## src/rtl/pirq_rt_pkg.sv

```systemverilog
package pirq_rt_pkg;

  localparam int BYTE_W   = 8;
  localparam int FIELD_W  = 5;
  localparam int DIS_BIT  = 7;
  localparam int SEL_W    = 3;
  localparam logic [BYTE_W-1:0] ROUTE_RST = 8'h80;

  typedef struct packed {
    logic               ok;
    logic [FIELD_W-1:0] line;
  } sci_pick_t;

  function automatic sci_pick_t sci_decode(input logic [SEL_W-1:0] sel);
    sci_pick_t r;
    r.ok   = 1'b1;
    r.line = 5'd9;
    case (sel)
      3'd0:    r.line = 5'd9;
      3'd1:    r.line = 5'd10;
      3'd2:    r.line = 5'd11;
      3'd4:    r.line = 5'd20;
      3'd5:    r.line = 5'd21;
      default: r.ok   = 1'b0;
    endcase
    return r;
  endfunction

endpackage

```

## src/rtl/pirq_rt_cfg.sv

```systemverilog
module pirq_rt_cfg
  import pirq_rt_pkg::*;
#(
  parameter int N_PIRQ = 8,
  parameter int LINE_W = 5,
  parameter int CFG_AW = 4
) (
  input  logic                           clk,
  input  logic                           rst,
  input  logic                           wr_en,
  input  logic [CFG_AW-1:0]              addr,
  input  logic [BYTE_W-1:0]              wdata,
  output logic [N_PIRQ-1:0][BYTE_W-1:0]  route_q,
  output logic [LINE_W-1:0]              sci_line_q,
  output logic                           route_chg
);

  localparam logic [CFG_AW-1:0] CTRL_ADDR = CFG_AW'(N_PIRQ);

  sci_pick_t pick;
  logic      hit_route;

  assign pick      = sci_decode(wdata[SEL_W-1:0]);
  assign hit_route = wr_en && (addr < CTRL_ADDR);

  for (genvar n = 0; n < N_PIRQ; n++) begin : g_route
    always_ff @(posedge clk) begin
      if (rst) begin
        route_q[n] <= ROUTE_RST;
      end else if (wr_en && addr == CFG_AW'(n)) begin
        route_q[n] <= wdata;
      end
    end
  end

  always_ff @(posedge clk) begin
    if (rst) begin
      sci_line_q <= LINE_W'(9);
      route_chg  <= 1'b0;
    end else begin
      route_chg <= hit_route;
      if (wr_en && addr == CTRL_ADDR && pick.ok) begin
        sci_line_q <= LINE_W'(pick.line);
      end
    end
  end

endmodule

```

## src/rtl/pirq_rt_leg.sv

```systemverilog
module pirq_rt_leg
  import pirq_rt_pkg::*;
#(
  parameter int N_PIRQ = 8,
  parameter int N_LEG  = 16
) (
  input  logic [N_PIRQ-1:0]             pirq_lvl,
  input  logic [N_PIRQ-1:0][BYTE_W-1:0] route_q,
  output logic [N_LEG-1:0]              leg_lvl
);

  logic [N_PIRQ-1:0] live;

  for (genvar n = 0; n < N_PIRQ; n++) begin : g_live
    assign live[n] = pirq_lvl[n] && !route_q[n][DIS_BIT];
  end

  for (genvar g = 0; g < N_LEG; g++) begin : g_line
    always_comb begin
      leg_lvl[g] = 1'b0;
      for (int n = 0; n < N_PIRQ; n++) begin
        if (live[n] && route_q[n][FIELD_W-1:0] == FIELD_W'(g)) begin
          leg_lvl[g] = 1'b1;
        end
      end
    end
  end

endmodule

```

## src/rtl/pirq_rt_qry.sv

```systemverilog
module pirq_rt_qry
  import pirq_rt_pkg::*;
#(
  parameter int N_PIRQ = 8,
  parameter int N_LEG  = 16,
  parameter int LINE_W = 5,
  parameter int SEL_QW = 3
) (
  input  logic                          clk,
  input  logic                          rst,
  input  logic [SEL_QW-1:0]             sel,
  input  logic [N_PIRQ-1:0][BYTE_W-1:0] route_q,
  output logic                          ok_q,
  output logic [LINE_W-1:0]             line_q
);

  logic [BYTE_W-1:0] rb;
  logic              ok_d;
  logic [LINE_W-1:0] line_d;

  assign rb = route_q[sel];

  always_comb begin
    if (rb[DIS_BIT]) begin
      ok_d   = 1'b1;
      line_d = LINE_W'(N_LEG) + LINE_W'(sel);
    end else if (32'(rb[FIELD_W-1:0]) < N_LEG) begin
      ok_d   = 1'b1;
      line_d = LINE_W'(rb[FIELD_W-1:0]);
    end else begin
      ok_d   = 1'b0;
      line_d = '0;
    end
  end

  always_ff @(posedge clk) begin
    if (rst) begin
      ok_q   <= 1'b0;
      line_q <= '0;
    end else begin
      ok_q   <= ok_d;
      line_q <= line_d;
    end
  end

endmodule

```

## src/rtl/pirq_router.sv

```systemverilog
module pirq_router
  import pirq_rt_pkg::*;
#(
  parameter int N_PIRQ = 8,
  parameter int N_LEG  = 16,
  parameter int SCI_W  = 4,
  parameter int LINES  = N_LEG + N_PIRQ,
  parameter int LINE_W = $clog2(LINES),
  parameter int CFG_AW = $clog2(N_PIRQ + 1),
  parameter int SEL_QW = $clog2(N_PIRQ)
) (
  input  logic              clk,
  input  logic              rst,
  input  logic              cfg_wr_en,
  input  logic [CFG_AW-1:0] cfg_addr,
  input  logic [BYTE_W-1:0] cfg_wdata,
  input  logic [N_PIRQ-1:0] pirq_lvl,
  input  logic [SCI_W-1:0]  sci_lvl,
  input  logic [SEL_QW-1:0] qry_sel,
  output logic [LINES-1:0]  irq_out,
  output logic              route_chg,
  output logic              qry_ok,
  output logic [LINE_W-1:0] qry_line
);

  logic [N_PIRQ-1:0][BYTE_W-1:0] route_q;
  logic [LINE_W-1:0]             sci_line_q;
  logic [N_LEG-1:0]              leg_lvl;
  logic [LINES-1:0]              line_d;
  logic                          sci_on;

  assign sci_on = |sci_lvl;

  pirq_rt_cfg #(
    .N_PIRQ(N_PIRQ), .LINE_W(LINE_W), .CFG_AW(CFG_AW)
  ) u_cfg (
    .clk(clk), .rst(rst), .wr_en(cfg_wr_en), .addr(cfg_addr),
    .wdata(cfg_wdata), .route_q(route_q), .sci_line_q(sci_line_q),
    .route_chg(route_chg)
  );

  pirq_rt_leg #(
    .N_PIRQ(N_PIRQ), .N_LEG(N_LEG)
  ) u_leg (
    .pirq_lvl(pirq_lvl), .route_q(route_q), .leg_lvl(leg_lvl)
  );

  pirq_rt_qry #(
    .N_PIRQ(N_PIRQ), .N_LEG(N_LEG), .LINE_W(LINE_W), .SEL_QW(SEL_QW)
  ) u_qry (
    .clk(clk), .rst(rst), .sel(qry_sel), .route_q(route_q),
    .ok_q(qry_ok), .line_q(qry_line)
  );

  for (genvar g = 0; g < LINES; g++) begin : g_mix
    logic base;
    if (g < N_LEG) begin : g_legacy
      assign base = leg_lvl[g];
    end else begin : g_adv
      assign base = pirq_lvl[g-N_LEG];
    end
    assign line_d[g] = base | (sci_on && sci_line_q == LINE_W'(g));
  end

  always_ff @(posedge clk) begin
    if (rst) begin
      irq_out <= '0;
    end else begin
      irq_out <= line_d;
    end
  end

endmodule

```

## config.mk

```make
export PLATFORM = sky130hd
export DESIGN_NAME = pirq_router
export DESIGN_NICKNAME = d
export VERILOG_FILES = /design/src/rtl/pirq_rt_pkg.sv /design/src/rtl/pirq_rt_cfg.sv /design/src/rtl/pirq_rt_leg.sv /design/src/rtl/pirq_rt_qry.sv /design/src/rtl/pirq_router.sv
export SDC_FILE = /design/constraint.sdc
export NUM_CORES = 1
export LEC_CHECK = 0
export ABC_AREA = 1
export BUFFER_PORTS_ARGS = -buffer_cell sky130_fd_sc_hd__buf_2
export CAP_MARGIN = 20
export CELL_PAD_IN_SITES_DETAIL_PLACEMENT = 0
export CELL_PAD_IN_SITES_GLOBAL_PLACEMENT = 2
export CORE_MARGIN = 2
export CORE_UTILIZATION = 33
export DETAILED_ROUTE_END_ITERATION = 10
export PLACE_DENSITY_LB_ADDON = 0.1
export SYNTH_ARGS = -nofsm -noshare
export SYNTH_HDL_FRONTEND = slang
export SYNTH_SLANG_ARGS = --single-unit
```

## constraint.sdc

```tcl
create_clock -name clk -period 3.45 [get_ports clk]
set_input_delay 0 -clock clk [delete_from_list [all_inputs] [get_ports clk]]
set_output_delay 0 -clock clk [all_outputs]
set_load 0.01 [all_outputs]
```

### Word-level counts from Yosys, hierarchy flattened

Index checks and enable logic that the tools add are counted.

* bits in registers: 100
* bits of input ports: 30

* add/subtract/negate cells: 1
* order comparisons: 3
* eq/ne operators: 155
* muxes and demuxes: 136
* bitwise gates (word level): 24
* reductions and logical operators: 192

Operators with widths (count)
* $eq A5 B4 Y1 const B: 72
* $eq A5 B3 Y1 const B: 36
* $logic_and A1 B1 Y1: 171
* $mux W1: 131
* $eq A5 B2 Y1 const B: 18
* $eq A5 B1 Y1 const B: 9
* $logic_not A5 Y1: 9
* $eq A5 B5 Y1 const B: 8
* $bmux W8 S3: 1
* $or A1 B1 Y1: 24
* $pmux W5 S4: 1
* $eq A4 B3 Y1 const B: 4
* $mux W5: 2
* $eq A4 B2 Y1 const B: 2
* $logic_not A1 Y1: 8
* $mux W8: 1
* $eq A3 B3 Y1 const B: 2
* $add A5 B3 Y5 const A: 1
* $lt A5 B5 Y1 const B: 1
* $reduce_or A5 Y1: 1
* $eq A4 B1 Y1 const B: 1
* $eq A4 B4 Y1 const B: 1
* $logic_not A4 Y1: 1
* $lt A3 B4 Y1 const B: 1
* 5 further kinds: 5

### Depth between registers and ports, before layout

* depth in word-level cells: 12
* mapped depth: 11
* depth with buffers taken out: 10

### By module

From an unflattened synthesis, not the netlist that was laid out.

* cell total of the unflattened synthesis: 1091
* area, all modules: 6298.5 µm²

Modules (own cells, without submodules)
* pirq_rt_cfg: instances 1, cells an instance 336, area each 2606.2 µm², sequential area each 1381.3 µm²
* pirq_rt_leg: instances 1, cells an instance 486, area each 1985.7 µm², sequential area each 0.0 µm²
* pirq_router: instances 1, cells an instance 139, area each 996.0 µm², sequential area each 480.5 µm²
* pirq_rt_qry: instances 1, cells an instance 130, area each 710.7 µm², sequential area each 120.1 µm²

### Worst setup path before layout

OpenSTA, ideal clock, no wires.

* path kind: register to register
* start point: register u_cfg.route_q[55] (netlist name)
* end point: register irq_out[13]
* setup time: 0.070 ns
* arrival: 1.044 ns
* path slack: 2.335 ns
* stages on the path, launching flop included: 8
* period minus slack after synthesis: 1.115 ns
* cells stage by stage: dfxtp_1 > inv_1 > nand3_1 > nor3_1 > nand2_1 > nand2_1 > nor2_1 > a21oi_1

* word-level cells in the longest chain between the ends: 6

RTL lines
* start, declared: RTL line pirq_rt_cfg.sv:13 `output logic [N_PIRQ-1:0][BYTE_W-1:0] route_q,`
* start signal, assigned by index: RTL line pirq_rt_cfg.sv:31 `route_q[n] <= wdata;`
* $logic_not A1 Y1: RTL line pirq_rt_leg.sv:15 `assign live[n] = pirq_lvl[n] && !route_q[n][DIS_BIT];`
* $logic_and A1 B1 Y1: RTL line pirq_rt_leg.sv:15
* $logic_and A1 B1 Y1: RTL line pirq_rt_leg.sv:22 `if (live[n] && route_q[n][FIELD_W-1:0] == FIELD_W'(g)) begin`
* $mux W1 (2 in a row): RTL line pirq_rt_leg.sv:22
* $or A1 B1 Y1: RTL line pirq_router.sv:62 `assign line_d[g] = base | (sci_on && sci_line_q == LINE_W'(g));`
* end signal, assigned: RTL line pirq_router.sv:69 `irq_out <= line_d;`
* end, declared: RTL line pirq_router.sv:20 `output logic [LINES-1:0] irq_out,`

No other way between the ends.
A chain may end at the register's enable or synchronous reset.

### Final worst setup path

* start point: register u_cfg.route_q[31] (netlist name)
* end point: register irq_out[3]

* word-level cells in the longest chain between the ends: 9

RTL lines (RTL line)
* $logic_not A1 Y1: pirq_rt_leg.sv:15
* $logic_and A1 B1 Y1: pirq_rt_leg.sv:15
* $logic_and A1 B1 Y1: pirq_rt_leg.sv:22
* $mux W1 (5 in a row): pirq_rt_leg.sv:22
* $or A1 B1 Y1: pirq_router.sv:62

No other way between the ends.

==> results.tsv <==
metric	value	unit
gr ovfl total	0	
initial core utilization	33.5	%
number of synthesized flops with an enable pin	0	
Tmin final	1.80	ns
initial antenna violation count	0	
n_diodes	0	
unrepaired setup endpoints after global routing	no	
Netlist cell types	26	
clock root buffer	clkbuf_16	
Max Clock Skew	0.00477	ns
Post-Route WL	17300	um
Hold Fails Final Rpt	0	
core area	13800	um2
Layout area overhead	17.9	%
GRT Total Usage	23.9	%
Post-synth top flop	dfxtp_1	
DP Cell Count	978	
share of layout cells above drive strength 1	11.0	%
Finished Core Util	39.5	%
CTS Buf Count	9	
Worst-path clk slew	0.07	ns
die width	122	um
Synth warnings	0	
Final Setup Violations	0	
Leak	2.47	nW
DP HPWL	13600	um
drt via density	4.97	
syn nets	786	
CTS max path bufs	2	
count leader, synth	nand2_1	
worst slew pin tran	0.894	ns
maximum vdd drop	0.227	mV
Avg Synthesized Cell Area	6.10	um2
Worst Hold Class	in -> reg	
global-route wire length before repair	26100	um
vias in the first global route	4580	
Power Dens Cells	397	nW/um2
Final Non-Filler Cells	1005	
Worst setup EP type	flop	
Setup CP Type	reg -> reg	
initial drt markers	264	
critical path required time	3.73	ns
post-synthesis sequential area ratio	36.0	%
Post-Route Setup TNS	0	ns
Ports	61	
GP Congestion	0.809	
max frequency	556	MHz
largest net degree at the start of global routing	33	
DRT antenna net count	0	
Nets	850	
postcts setup bufs	0	
Post-Syn Instances	756	
max_cap viols	0	
Slew headroom	39.9	%
Critical Path Source Type	flop	
area share of the largest cell type after synthesis	36.0	%
DRT Pass-1 Iters	5	
Max H-tree Level	3	
Final Slew Violations	0	
# fillers	1574	
ys async rst share	0	%
CP Data Arrival Time	2.07	ns
DRC	0	
Clk Latency, worst-skew pair	0.34	ns
Netlist Area Pre-Place	4610	um2
outcome	finished, final reports clean	
leading area contributor after synthesis	dfxtp_1	
clock sinks	83	
synth top area cells	dfxtp_1 36%, nand2_1 18%, nor2_1 8.6%	
post-synthesis register bit count	83	
Critical Path Fanout Max	4	
total number of vias	4994	
IO Port Bufs	58	
final clock period utilization by the worst path	52.1	%
die area	14900	um2
Die Y-Extent	122	um
Routed WL per cell	17.2	um
CTS tree	built	
# rows	43	
most common library cells after synthesis	220 x nand2_1, 106 x nor2_1, 86 x inv_1, 83 x dfxtp_1, 70 x a21oi_1	
## kinds of logic after synthesis
| kind of cell | after synthesis | synth area share, % |
|---|---|---|
| AND/OR/NAND/NOR | 407 | 36.4 |
| AO/OA/AOI/OAI | 157 | 18.0 |
| buffers and inverters | 109 | 9.63 |
| flip-flops | 83 | 36.0 |
## layout make-up
class                   instances  area, um2  share of cell area (%)
multi-input cells             564       2500                    46.1
flip-flops and latches         83       1660                    30.6
repair buffers                 71        415                    7.64
inverters                      91        344                    6.33
clock buffers                  10        239                    4.39
well taps                     180        225                    4.14
clock inverters                 6       47.5                   0.874
## registers in the layout, summed over array words and instances (netlist names)
name,cells
u_cfg.route_q,48
irq_out,24
u_qry.ok_q,1
u_qry.line_q,5
u_cfg.sci_line_q,4
u_cfg.route_chg,1
## critical path, cell delays in order, from the launching register on
cell and delay (ns):
dfxtp_1 0.32, nor2_1 0.10, nand2_1 0.16, nor3_1 0.73, nand2_1 0.10, o21ai_0 0.11, nor2_1 0.09, a21oi_1 0.12
## final timing paths
| check | startpoint | end | slack, ns | cells after the start |
|---|---|---|---|---|
| max | u_cfg.route_q[31] | irq_out[3] | 1.65 | 7 |
| min | cfg_addr[2] | u_cfg.route_q[7] | 0.006 | 4 |
| max reg2reg | u_cfg.route_q[31] | irq_out[3] | 1.65 | 7 |
| min reg2reg | u_cfg.route_q[44] | u_cfg.route_q[44] | 0.47 | 2 |
## through the flow
| step | power, mW | area, um2 | setup slack (ns) | hold slack, ns |
|---|---|---|---|---|
| floorplan | 1.14 | 4610 | 2.34 | 0.0957 |
| global placement | 1.23 | 5040 | 1.68 | 0.220 |
| detailed placement | 1.23 | 5040 | 1.70 | 0.230 |
| CTS | 2.18 | 5440 | 1.68 | 0.00430 |
| global route | 2.25 | 5440 | 1.56 | 0.0225 |
| finish | 2.16 | 5440 | 1.65 | 0.00586 |
## placed cells by master, fill, tap and decap left out
| cell | synthesis | routed |
|---|---|---|
| a211oi_1 | 1 | 1 |
| a21oi_1 | 70 | 70 |
| a21oi_2 | 2 | 2 |
| a31oi_1 | 4 | 4 |
| buf_2 | 5 | 58 |
| buf_4 | 1 | 2 |
| clkbuf_16 | 0 | 9 |
| clkbuf_8 | 0 | 1 |
| clkinv_2 | 0 | 1 |
| clkinv_4 | 0 | 2 |
| clkinvlp_4 | 0 | 1 |
| dfxtp_1 | 83 | 83 |
| dlygate4sd3_1 | 0 | 11 |
| inv_1 | 86 | 86 |
| inv_2 | 4 | 4 |
| inv_4 | 1 | 1 |
| inv_6 | 0 | 2 |
| nand2_1 | 220 | 220 |
| nand3_1 | 49 | 49 |
| nand4_1 | 6 | 6 |
| nor2_1 | 106 | 106 |
| nor2_2 | 2 | 2 |
| nor2_4 | 6 | 6 |
| nor3_1 | 18 | 18 |
| o211ai_1 | 5 | 5 |
| o21a_1 | 1 | 1 |
| o21ai_0 | 63 | 63 |
| o21ai_1 | 5 | 5 |
| o221ai_1 | 1 | 1 |
| o22ai_1 | 3 | 3 |
| o31ai_1 | 2 | 2 |
## routing by layer
| layer | global-route usage, % | share of wire, % |
|---|---|---|
| met1 | 33.9 | 49 |
| met2 | 38.4 | 46 |
| met3 | 2.67 | 4.2 |
| met4 | 6.32 | 1.3 |
| met5 | 0 | 0 |
## repair_timing
action	CTS	global route
resized for setup	0	0
endpoints found under the hold margin	10	0
hold buffers	11	0
## power breakdown
group / leakage (nW) / switching, mW / internal (mW) / total (mW)
clock network: 0.139 / 0.430 / 0.514 / 0.945
registers: 0.675 / 0.0168 / 0.983 / 1.00
logic: 1.66 / 0.146 / 0.0682 / 0.215
No activity file was read; power rests on OpenSTA's default activity.
